### src/rtl/dcr_pkg.sv
package dcr_pkg;
  typedef enum logic {
    COPY_A = 1'b0,
    COPY_B = 1'b1
  } copy_e;

  localparam int unsigned NUM_COPIES = 2;
endpackage

### src/rtl/dcr_copy.sv
module dcr_copy #(
  parameter int unsigned   WIDTH = 8,
  parameter dcr_pkg::copy_e ID   = dcr_pkg::COPY_A
) (
  input  logic             clk_i,
  input  logic             rst_ni,
  input  logic [WIDTH-1:0] d_i,
  input  logic [WIDTH-1:0] flip_i,
  output logic [WIDTH-1:0] q_o
);
  logic [WIDTH-1:0] store_q;

  always_ff @(posedge clk_i or negedge rst_ni) begin
    if (!rst_ni) store_q <= '0;
    else         store_q <= d_i ^ flip_i;
  end

  assign q_o = store_q;

  if (ID != dcr_pkg::COPY_A && ID != dcr_pkg::COPY_B) begin : g_bad_id
    initial $error("dcr_copy: unknown copy id");
  end
endmodule

### src/rtl/dcr_celem.sv
module dcr_celem #(
  parameter int unsigned WIDTH = 8
) (
  input  logic             clk_i,
  input  logic             rst_ni,
  input  logic [WIDTH-1:0] a_i,
  input  logic [WIDTH-1:0] b_i,
  output logic [WIDTH-1:0] y_o
);
  for (genvar i = 0; i < WIDTH; i++) begin : g_bit
    logic keep_q;

    // keeper: remembers the last value driven out
    always_ff @(posedge clk_i or negedge rst_ni) begin
      if (!rst_ni) keep_q <= 1'b0;
      else         keep_q <= y_o[i];
    end

    assign y_o[i] = (a_i[i] == b_i[i]) ? a_i[i] : keep_q;
  end
endmodule

### src/rtl/dcr_dual_reg.sv
module dcr_dual_reg #(
  parameter int unsigned WIDTH = 8
) (
  input  logic             clk_i,
  input  logic             rst_ni,
  input  logic [WIDTH-1:0] d_i,
  input  logic [WIDTH-1:0] flip_a_i,
  input  logic [WIDTH-1:0] flip_b_i,
  output logic [WIDTH-1:0] q_o,
  output logic [WIDTH-1:0] mismatch_o
);
  localparam int unsigned NC = dcr_pkg::NUM_COPIES;

  logic [NC-1:0][WIDTH-1:0] flip_w;
  logic [NC-1:0][WIDTH-1:0] copy_w;

  assign flip_w[dcr_pkg::COPY_A] = flip_a_i;
  assign flip_w[dcr_pkg::COPY_B] = flip_b_i;

  for (genvar c = 0; c < NC; c++) begin : g_copy
    dcr_copy #(
      .WIDTH (WIDTH),
      .ID    (dcr_pkg::copy_e'(c))
    ) u_copy (
      .clk_i  (clk_i),
      .rst_ni (rst_ni),
      .d_i    (d_i),
      .flip_i (flip_w[c]),
      .q_o    (copy_w[c])
    );
  end

  dcr_celem #(
    .WIDTH (WIDTH)
  ) u_celem (
    .clk_i  (clk_i),
    .rst_ni (rst_ni),
    .a_i    (copy_w[dcr_pkg::COPY_A]),
    .b_i    (copy_w[dcr_pkg::COPY_B]),
    .y_o    (q_o)
  );

  assign mismatch_o = copy_w[dcr_pkg::COPY_A] ^ copy_w[dcr_pkg::COPY_B];

  a_r2_clean_load: assert property (@(posedge clk_i) disable iff (!rst_ni)
    (flip_a_i == '0 && flip_b_i == '0) |=> (q_o == $past(d_i)));

  // single-copy flip keeps the previous output bit
  a_r3_single_hold: assert property (@(posedge clk_i) disable iff (!rst_ni)
    1'b1 |=> (($past(flip_a_i ^ flip_b_i) & (q_o ^ $past(q_o))) == '0));

  a_r5_double_pass: assert property (@(posedge clk_i) disable iff (!rst_ni)
    1'b1 |=> (($past(flip_a_i & flip_b_i) & (q_o ^ ~$past(d_i))) == '0));

  a_r8_flag_tracks: assert property (@(posedge clk_i) disable iff (!rst_ni)
    1'b1 |=> (mismatch_o == $past(flip_a_i ^ flip_b_i)));

  always_comb begin
    if (!rst_ni) a_r1_reset_zero: assert (q_o == '0 && mismatch_o == '0);
  end
endmodule

### config.mk
export PLATFORM = sky130hd
export DESIGN_NAME = dcr_dual_reg
export DESIGN_NICKNAME = d
export VERILOG_FILES = /design/src/rtl/dcr_pkg.sv /design/src/rtl/dcr_copy.sv /design/src/rtl/dcr_celem.sv /design/src/rtl/dcr_dual_reg.sv
export SDC_FILE = /design/constraint.sdc
export NUM_CORES = 1
export LEC_CHECK = 0
export BUFFER_PORTS_ARGS = -buffer_cell sky130_fd_sc_hd__buf_2
export CELL_PAD_IN_SITES_DETAIL_PLACEMENT = 1
export CELL_PAD_IN_SITES_GLOBAL_PLACEMENT = 2
export CORE_ASPECT_RATIO = 0.6
export CORE_MARGIN = 1
export CORE_UTILIZATION = 31
export CTS_CLUSTER_SIZE = 24
export DETAILED_ROUTE_END_ITERATION = 8
export PLACE_DENSITY = 0.9
export SYNTH_ARGS = -nofsm -noshare
export SYNTH_HDL_FRONTEND = slang
export SYNTH_SLANG_ARGS = --single-unit
### constraint.sdc
create_clock -name clk_i -period 2.5 [get_ports clk_i]
set_clock_uncertainty 0.05 [all_clocks]
set_input_delay 0.25 -clock clk_i [delete_from_list [all_inputs] [get_ports clk_i]]
set_output_delay 0.25 -clock clk_i [all_outputs]
set_load 0.005 [all_outputs]
### After elaboration in Yosys (flattened, before gate mapping)

Cells that the tools add are included.

* output and inout port bits: 16
* logic and storage cells: 29
* bits of input ports: 26
* flip-flop bits (word level): 24

* multiplexer cells: 8
* bitwise gates (word level): 3
* equal/unequal tests: 8

Operators with widths (number)
* $xor A8 B8 Y8: 3
* $eq A1 B1 Y1: 8
* $mux W1: 8

### Longest topological paths before layout

Gate-level depths: netlist (run 1).

* word-level depth: 2
* depth in mapped cells: 1
* gate-level depth less buffers: 1

### Cells and area by module

From an unflattened synthesis (run 1), not the netlist that was laid out.

* cells, all modules: 56
* area total of the unflattened synthesis: 900.9 sq um

Modules (own cells, without submodules)
* dcr_copy: instances 2, cells each 16, seq. area each 200.2 sq um, area each 270.3 sq um
* dcr_celem: instances 1, cells each 16, seq. area each 200.2 sq um, area each 290.3 sq um
* dcr_dual_reg: instances 1, cells each 8, seq. area each 0.0 sq um, area each 70.1 sq um

### Worst setup path before layout (run 1)

OpenSTA, ideal clock, no wires.

* kind: reg-to-output
* start point: register g_copy[1].u_copy.store_q[0]
* end point: output q_o[0]
* data required time: 2.200 ns
* slack: 1.516 ns
* cell stages (with the launch flop): 2
* path buffers: 0
* arrival time: 0.684 ns
* cells stage by stage: dfrtp_1 > maj3_2

* word-level cells in the longest chain between the ends: 2

Ends and longest elaborated chain
* start, declared: line dcr_copy.sv:11 `logic [WIDTH-1:0] store_q;`
* start signal, assigned: line dcr_copy.sv:15 `else store_q <= d_i ^ flip_i;`
* $eq A1 B1 Y1: line dcr_celem.sv:19 `assign y_o[i] = (a_i[i] == b_i[i]) ? a_i[i] : keep_q;`
* $mux W1: line dcr_celem.sv:19
* end, declared: line dcr_dual_reg.sv:9 `output logic [WIDTH-1:0] q_o,`

No other way between the ends.

### Worst setup path after layout (run 1)

* start point: register g_copy[1].u_copy.store_q[1]
* end point: output q_o[1]

The elaborated chain is that of the path after synthesis.

==> out/results.env, run 1 <==
CRIT_REQUIRED_NS=2.20
MAPPEDNETLISTAREA_UM2=901
FINAL_MAX_SLEW_VIOL_COUNT=0
CTS.REPAIR_TIMING.SETUP_BUFFER_COUNT=0
P_CLK_SHARE_PCT=25.4
CRITPATHMAXFANOUT=2
INTERNAL_POWER_W=0.000640
FLOORPLAN.INITIALDENSITY_PCT=34.3
FIRST_GLOBAL_VIAS=607
WORSTSKEWPAIRLATENCY_NS=0.26
VIASPERCELL=4.20
CLK_PIN_SLEW_NS=0.08
SWITCHING_POWER_W=0.000207
SWSHARE_PCT=24.5
DRT_FIRST_PASS_ITERS=4
PORTBUFFERS=41
DIE_HEIGHT_UM=43.8
AVGSYNTHCELLAREA_UM2=16.1
P_LEAK_nW=0.595
FINALWIRELENGTH_UM=1560
POST-PLACE-WS_NS=1.37
TRITONCTS_CLOCK_TREE='built'
ANTENNA_VIOLATING_NETS_POST_ROUTE=0
SYN_NETS=82
DRC=0
CRIT_SLOWEST_CELL='sky130_fd_sc_hd__dfrtp_1'
FINAL_NET_COUNT=129
DIE_OUTLINE_AREA_UM2=3130
LAYOUT_SETUP_WS_NS=1.09
SYNTH-SEQ-AREA-SHARE_PCT=66.7
MAX-CLOCK-PATH-BUFFERS=2
LARGEST_NET_DEGREE_AT_THE_START_OF_GLOBAL_ROUTING=25
CLOCK-SINKS=24
GLOBAL_ROUTE_WIRE_LENGTH_BEFORE_REPAIR_UM=2790
DRTITER0DRC=17
OUTCOME='complete, no violations'
GLOBALROUTETOTALUTIL_PCT=12.1
FP.COREAREA_UM2=2630
POWER.SHARE.COMBINATIONAL_PCT=19.1
CTS_MADE_BUFFERS=3
DP_HPWL_UM=1220
NUMBER_OF_MAX_CAP_VIOLATIONS=0
CRITICAL_PATH_CELL_SEQUENCE='maj3_2 > buf_2'
YS_SEQ_ELEMENTS=24
TOP_LEVEL_PORT_COUNT=42
GP_CONGESTION=0.578
STARTPOINT_TYPE_OF_THE_WORST_SETUP_PATH='flop'
GRT_SETUP_UNREPAIRED='false'
CTS_HTREE_LEVELS=1
SYNTHCELLS=56
POWER.DENSITY_CELL_AREA_nW_PER_UM2=708
FLOW.AREA_GROWTH_FROM_SYNTHESIS_PCT=32.9
FINAL_SETUP_VIOLATION_COUNT=0
FINAL_CELL_MIX='sky130_fd_sc_hd__buf_2 (41), sky130_fd_sc_hd__xor2_1 (24), sky130_fd_sc_hd__dfrtp_1 (24)'
SLEW-LIMIT-HEADROOM_PCT=64.8
FINAL_HOLD_VIOL_COUNT=0
ROUTEDWLPERCELL_UM=11.8
GATES_RESIZED_CTS_REPAIR=0
POST-ROUTE-MIN-PERIOD_NS=1.41
PWR-SHARE-SEQ_PCT=55.5
N_ANTENNA_CELL=0
DIE_WIDTH_UM=71.6
CTS_ROOT_BUFFER='sky130_fd_sc_hd__clkbuf_8'
FIN_CRIT_SH_PCT=56.6
TIGHTEST_SLEW_NS=0.528
POST_ROUTE_CELLS_DRIVE_ABOVE_1_SHARE_PCT=51.5
MOSTFREQUENTLAYOUTCELL='sky130_fd_sc_hd__buf_2'
IR_WORST_VDD_mV=0.378
ANTENNA_FOUND_INITIAL=0
VIA_COUNT=558
SUM_OF_OVERFLOW_ACROSS_ALL_LAYERS_AFTER_GLOBAL_ROUTING=0
SYNTHDISTINCTLIBCELLS=3
FMAX_GHz=0.707
WORST_SETUP_PATH_END_KIND='primary output'
CPPEAKSTAGEDELAY_NS=0.40
CRITPATHARRIVALTIME_NS=1.11
TNS_NS=0
YOSYS_WARNINGS=0
STD_CELL_ROWS=14
WORSTSETUPPATHTYPE='flop to primary output'
RRSETUPSLACK_NS=1.61
HP-CLASS='primary input to flop'
[stage by stage]
stage                     total power (W)  instances  hold WS, ns  area, um^2  utilization (%)
after CTS                        0.000865        133        0.105        1200             45.6
after global placement           0.000634        129        0.194        1150             43.6
final                            0.000847        133        0.112        1200             45.6
after detailed placement         0.000643        129        0.207        1150             43.6
after floorplan                  0.000546         56      -0.0956         901                -
after global routing             0.000911        133        0.104        1200             45.6
[state kept, by name, indices dropped and copies added, names as in the netlist]
register,cells
g_copy.u_copy.q_o,16
u_celem.g_bit.keep_q,8
[synthesized netlist by cell type]
master | n | area [um^2]
sky130_fd_sc_hd__maj3_2 | 8 | 90.1
sky130_fd_sc_hd__dfrtp_1 | 24 | 601
sky130_fd_sc_hd__xor2_1 | 24 | 210
[worst paths after layout]
| check | startpoint | endpoint | cells past startpoint |
|---|---|---|---|
| worst max-delay path | g_copy[1].u_copy.q_o[1] | q_o[1] | 2 |
| worst min-delay path | flip_a_i[6] | g_copy[0].u_copy.q_o[6] | 2 |
| worst max register to register | g_copy[1].u_copy.q_o[1] | u_celem.g_bit[1].keep_q | 1 |
| worst min register to register | u_celem.g_bit[7].keep_q | u_celem.g_bit[7].keep_q | 1 |
| max in group asynchronous | rst_ni | g_copy[0].u_copy.q_o[4] | 2 |
| min in group asynchronous | rst_ni | g_copy[0].u_copy.q_o[7] | 2 |
[logic make-up after synthesis]
| kind of cell | count (synthesis) | synth area share (%) |
|---|---|---|
| fa+ha+maj | 8 | 10.0 |
| xor+xnor | 24 | 23.3 |
| flops | 24 | 66.7 |
[worst max-delay path: cells and delay by family (launching register included)]
family / cells / cell delay, ns
adders and majority gates: 1 / 0.33
buffers and inverters: 1 / 0.13
DFF: 1 / 0.40
[area by class of cell]
type | count | area, um^2
clock buffers | 3 | 41.3
fillers | 292 | 1430
multi-input cells | 32 | 300
flip-flops and latches | 24 | 601
well taps | 32 | 40.0
repair buffers | 42 | 215
[power groups by stage]
stage	Combinational, W	Clock [W]	Sequential (W)
3_3_place_gp	0.000159	0	0.000476
5_1_grt	0.000187	0.000245	0.000479
3_5_place_dp	0.000163	0	0.000479
2_1_floorplan	0.0000737	0	0.000472
6_report	0.000162	0.000215	0.000470
4_1_cts	0.000166	0.000228	0.000472
[metal layers]
| layer | global-route usage [%] | share of wire [%] | vias to the layer above |
|---|---|---|---|
| met1 | 16.0 | 48 | 257 |
| met3 | 6.98 | 11 | 0 |
| met4 | 0 | 0 | 0 |
| met5 | 0 | 0 | - |
| met2 | 18.7 | 41 | 32 |
| li1 | - | - | 269 |
[what timing repair did]
item	4_1_cts	5_1_grt
endpoints found under the hold margin	24	0
endpoints found under the setup margin	0	0
hold buffers	1	0
Power figures use the tool's default switching activity.
==> run 2: changes to the inputs <==
CORE_UTILIZATION = 28   (was 31)
PLACE_DENSITY = 0.83   (was 0.9)
clock period = 1.4 ns   (was 2.5 ns; I/O delays follow)
==> run 2 against run 1 <==
Compared with the run above:
- worst hold slack got worse by 0.10 ns
- cell area grew 11%
- count of clock-buffer cells in the layout grew 1
- combinational power increased by 93%
- global-route usage is 0.19 points lower
- critical path depth is the same
==> out/results.env, run 2 (same netlist as run 1, synthesis figures left out) <==
DIE_HEIGHT_UM=45.9  # +5.0%
MAX-CLOCK-PATH-BUFFERS=2  # unchanged
FIN_CRIT_SH_PCT=93.4
CTS_ROOT_BUFFER='sky130_fd_sc_hd__clkbuf_8'
CRIT_REQUIRED_NS=1.21  # -0.99 ns
TIGHTEST_SLEW_NS=0.522  # -0.00648 ns
FINAL_HOLD_VIOL_COUNT=0  # unchanged
CLK_PIN_SLEW_NS=0.08  # about the same
CLOCK-SINKS=24  # unchanged
ROUTEDWLPERCELL_UM=11.7  # about the same
PORTBUFFERS=41  # unchanged
ANTENNA_VIOLATING_NETS_POST_ROUTE=0  # unchanged
FINAL_NET_COUNT=139  # +7.8%
SUM_OF_OVERFLOW_ACROSS_ALL_LAYERS_AFTER_GLOBAL_ROUTING=0  # unchanged
POST_ROUTE_CELLS_DRIVE_ABOVE_1_SHARE_PCT=47.3  # -4.2 points
FIRST_GLOBAL_VIAS=662  # +9.1%
DRT_FIRST_PASS_ITERS=2  # -2
FLOW.AREA_GROWTH_FROM_SYNTHESIS_PCT=46.9
DIE_OUTLINE_AREA_UM2=3460  # +10%
LARGEST_NET_DEGREE_AT_THE_START_OF_GLOBAL_ROUTING=25  # unchanged
FINALWIRELENGTH_UM=1810  # +16%
TRITONCTS_CLOCK_TREE='built'
DIE_WIDTH_UM=75.2  # +5.1%
CPPEAKSTAGEDELAY_NS=0.41  # about the same
FINAL_DESIGN_UTILIZATION_PCT=44.6  # -0.93 points
GATES_RESIZED_CTS_REPAIR=0  # unchanged
TNS_NS=0  # unchanged
VIASPERCELL=4.03  # -3.9%
FINAL_SETUP_VIOLATION_COUNT=0  # unchanged
GP_CONGESTION=0.597  # +3.3%
CRITPATHMAXFANOUT=2  # unchanged
GLOBAL_ROUTE_WIRE_LENGTH_BEFORE_REPAIR_UM=2840  # +2.0%
CTS-HOLD-FIX-BUFFERS=9  # +8
SLEW-LIMIT-HEADROOM_PCT=65.2  # +0.43 points
POST-ROUTE-MIN-PERIOD_NS=1.31
ANTENNA_FOUND_INITIAL=0  # unchanged
CTS_HTREE_LEVELS=1  # unchanged
WORSTSKEWPAIRLATENCY_NS=0.26  # about the same
HP-CLASS='primary input to flop'
CTS.REPAIR_TIMING.SETUP_BUFFER_COUNT=0  # unchanged
DRC=0  # unchanged
FP.COREAREA_UM2=2970  # +13%
STD_CELL_ROWS=15  # +1
CRIT_SLOWEST_CELL='sky130_fd_sc_hd__dfrtp_1'
IR_WORST_VDD_mV=0.465  # +23%
WORST_SETUP_PATH_END_KIND='primary output'
DP_HPWL_UM=1390  # +14%
FINAL_CELL_MIX='sky130_fd_sc_hd__buf_2 (41), sky130_fd_sc_hd__xor2_1 (24), sky130_fd_sc_hd__dfrtp_1 (24)'
STARTPOINT_TYPE_OF_THE_WORST_SETUP_PATH='flop'
FINAL_MAX_SLEW_VIOL_COUNT=0  # unchanged
CRITICAL_PATH_CELL_SEQUENCE='maj3_2 > buf_2'
NUMBER_OF_FLIP_FLOPS_IN_THE_LARGEST_REGISTER=16  # unchanged
NUMBER_OF_MAX_CAP_VIOLATIONS=0  # unchanged
CTS_MADE_BUFFERS=3  # unchanged
CRIT_BUF_INV=1  # unchanged
OUTCOME='complete, no violations'
POWER.DENSITY_CELL_AREA_nW_PER_UM2=1220  # +72%
GLOBALROUTETOTALUTIL_PCT=11.9  # -0.19 points
CRITPATHTOPFAMILY='flip-flops'
WORST_HOLD_SLACK_NS=0.00749  # -0.105 ns
TOP_LEVEL_PORT_COUNT=42  # unchanged
GRT_SETUP_UNREPAIRED='false'
FMAX_GHz=0.764
P_LEAK_nW=0.644  # +8.2%
CRITPATHARRIVALTIME_NS=1.12  # about the same
MOSTFREQUENTLAYOUTCELL='sky130_fd_sc_hd__buf_2'
WORSTSETUPPATHTYPE='flop to primary output'
DRTITER0DRC=8  # -9
FLOORPLAN.INITIALDENSITY_PCT=30.4  # -3.9 points
VIA_COUNT=621  # +11%
N_ANTENNA_CELL=0  # unchanged
==> run 2: per-layer routing <==
layer	track usage, %	routed length (um)
met3	6.19	202
met1	12.6	709
met5	0	0
met4	2.22	0
met2	21.8	897
==> run 2: through the flow <==
step / cells / area (um^2) / power [W] / worst slack, ns
after floorplan: 56 / 901 / 0.000975 / 0.526
after global placement: 139 / 1160 / 0.00113 / 0.388
after detailed placement: 139 / 1160 / 0.00115 / 0.374
after CTS: 152 / 1300 / 0.00164 / 0.0751
after global routing: 154 / 1320 / 0.00171 / 0.0328
final: 154 / 1320 / 0.00161 / 0.0919
==> run 2: final cells by class <==
| type | count | area (um^2) |
|---|---|---|
| Tap cell | 42 | 52.6 |
| Multi-Input combinational cell | 32 | 300 |
| Clock buffer | 4 | 55.1 |
| Sequential cell | 24 | 601 |
| Timing Repair Buffer | 52 | 315 |
| Fill cell | 334 | 1640 |
==> run 2: final timing paths <==
check | start | endpoint | slack, ns | depth (start not counted)
min reg2reg | u_celem.g_bit[1].keep_q | u_celem.g_bit[1].keep_q | 0.51 | 1
min in group asynchronous | rst_ni | g_copy[1].u_copy.q_o[3] | 0.33 | 2
max reg2reg | g_copy[1].u_copy.q_o[0] | u_celem.g_bit[0].keep_q | 0.51 | 1
max in group asynchronous | rst_ni | g_copy[0].u_copy.q_o[4] | 0.62 | 2
min | flip_b_i[3] | g_copy[1].u_copy.q_o[3] | 0.007 | 2
max | g_copy[0].u_copy.q_o[7] | q_o[7] | 0.09 | 2
==> run 2: power by group <==
| part | leakage [nW] | switching [W] | internal, W |
|---|---|---|---|
| Clock | 0.0288 | 0.000206 | 0.000251 |
| Combinational | 0.336 | 0.000130 | 0.000183 |
| Sequential | 0.280 | 0.0000540 | 0.000786 |
| Total | 0.644 | 0.000390 | 0.00122 |
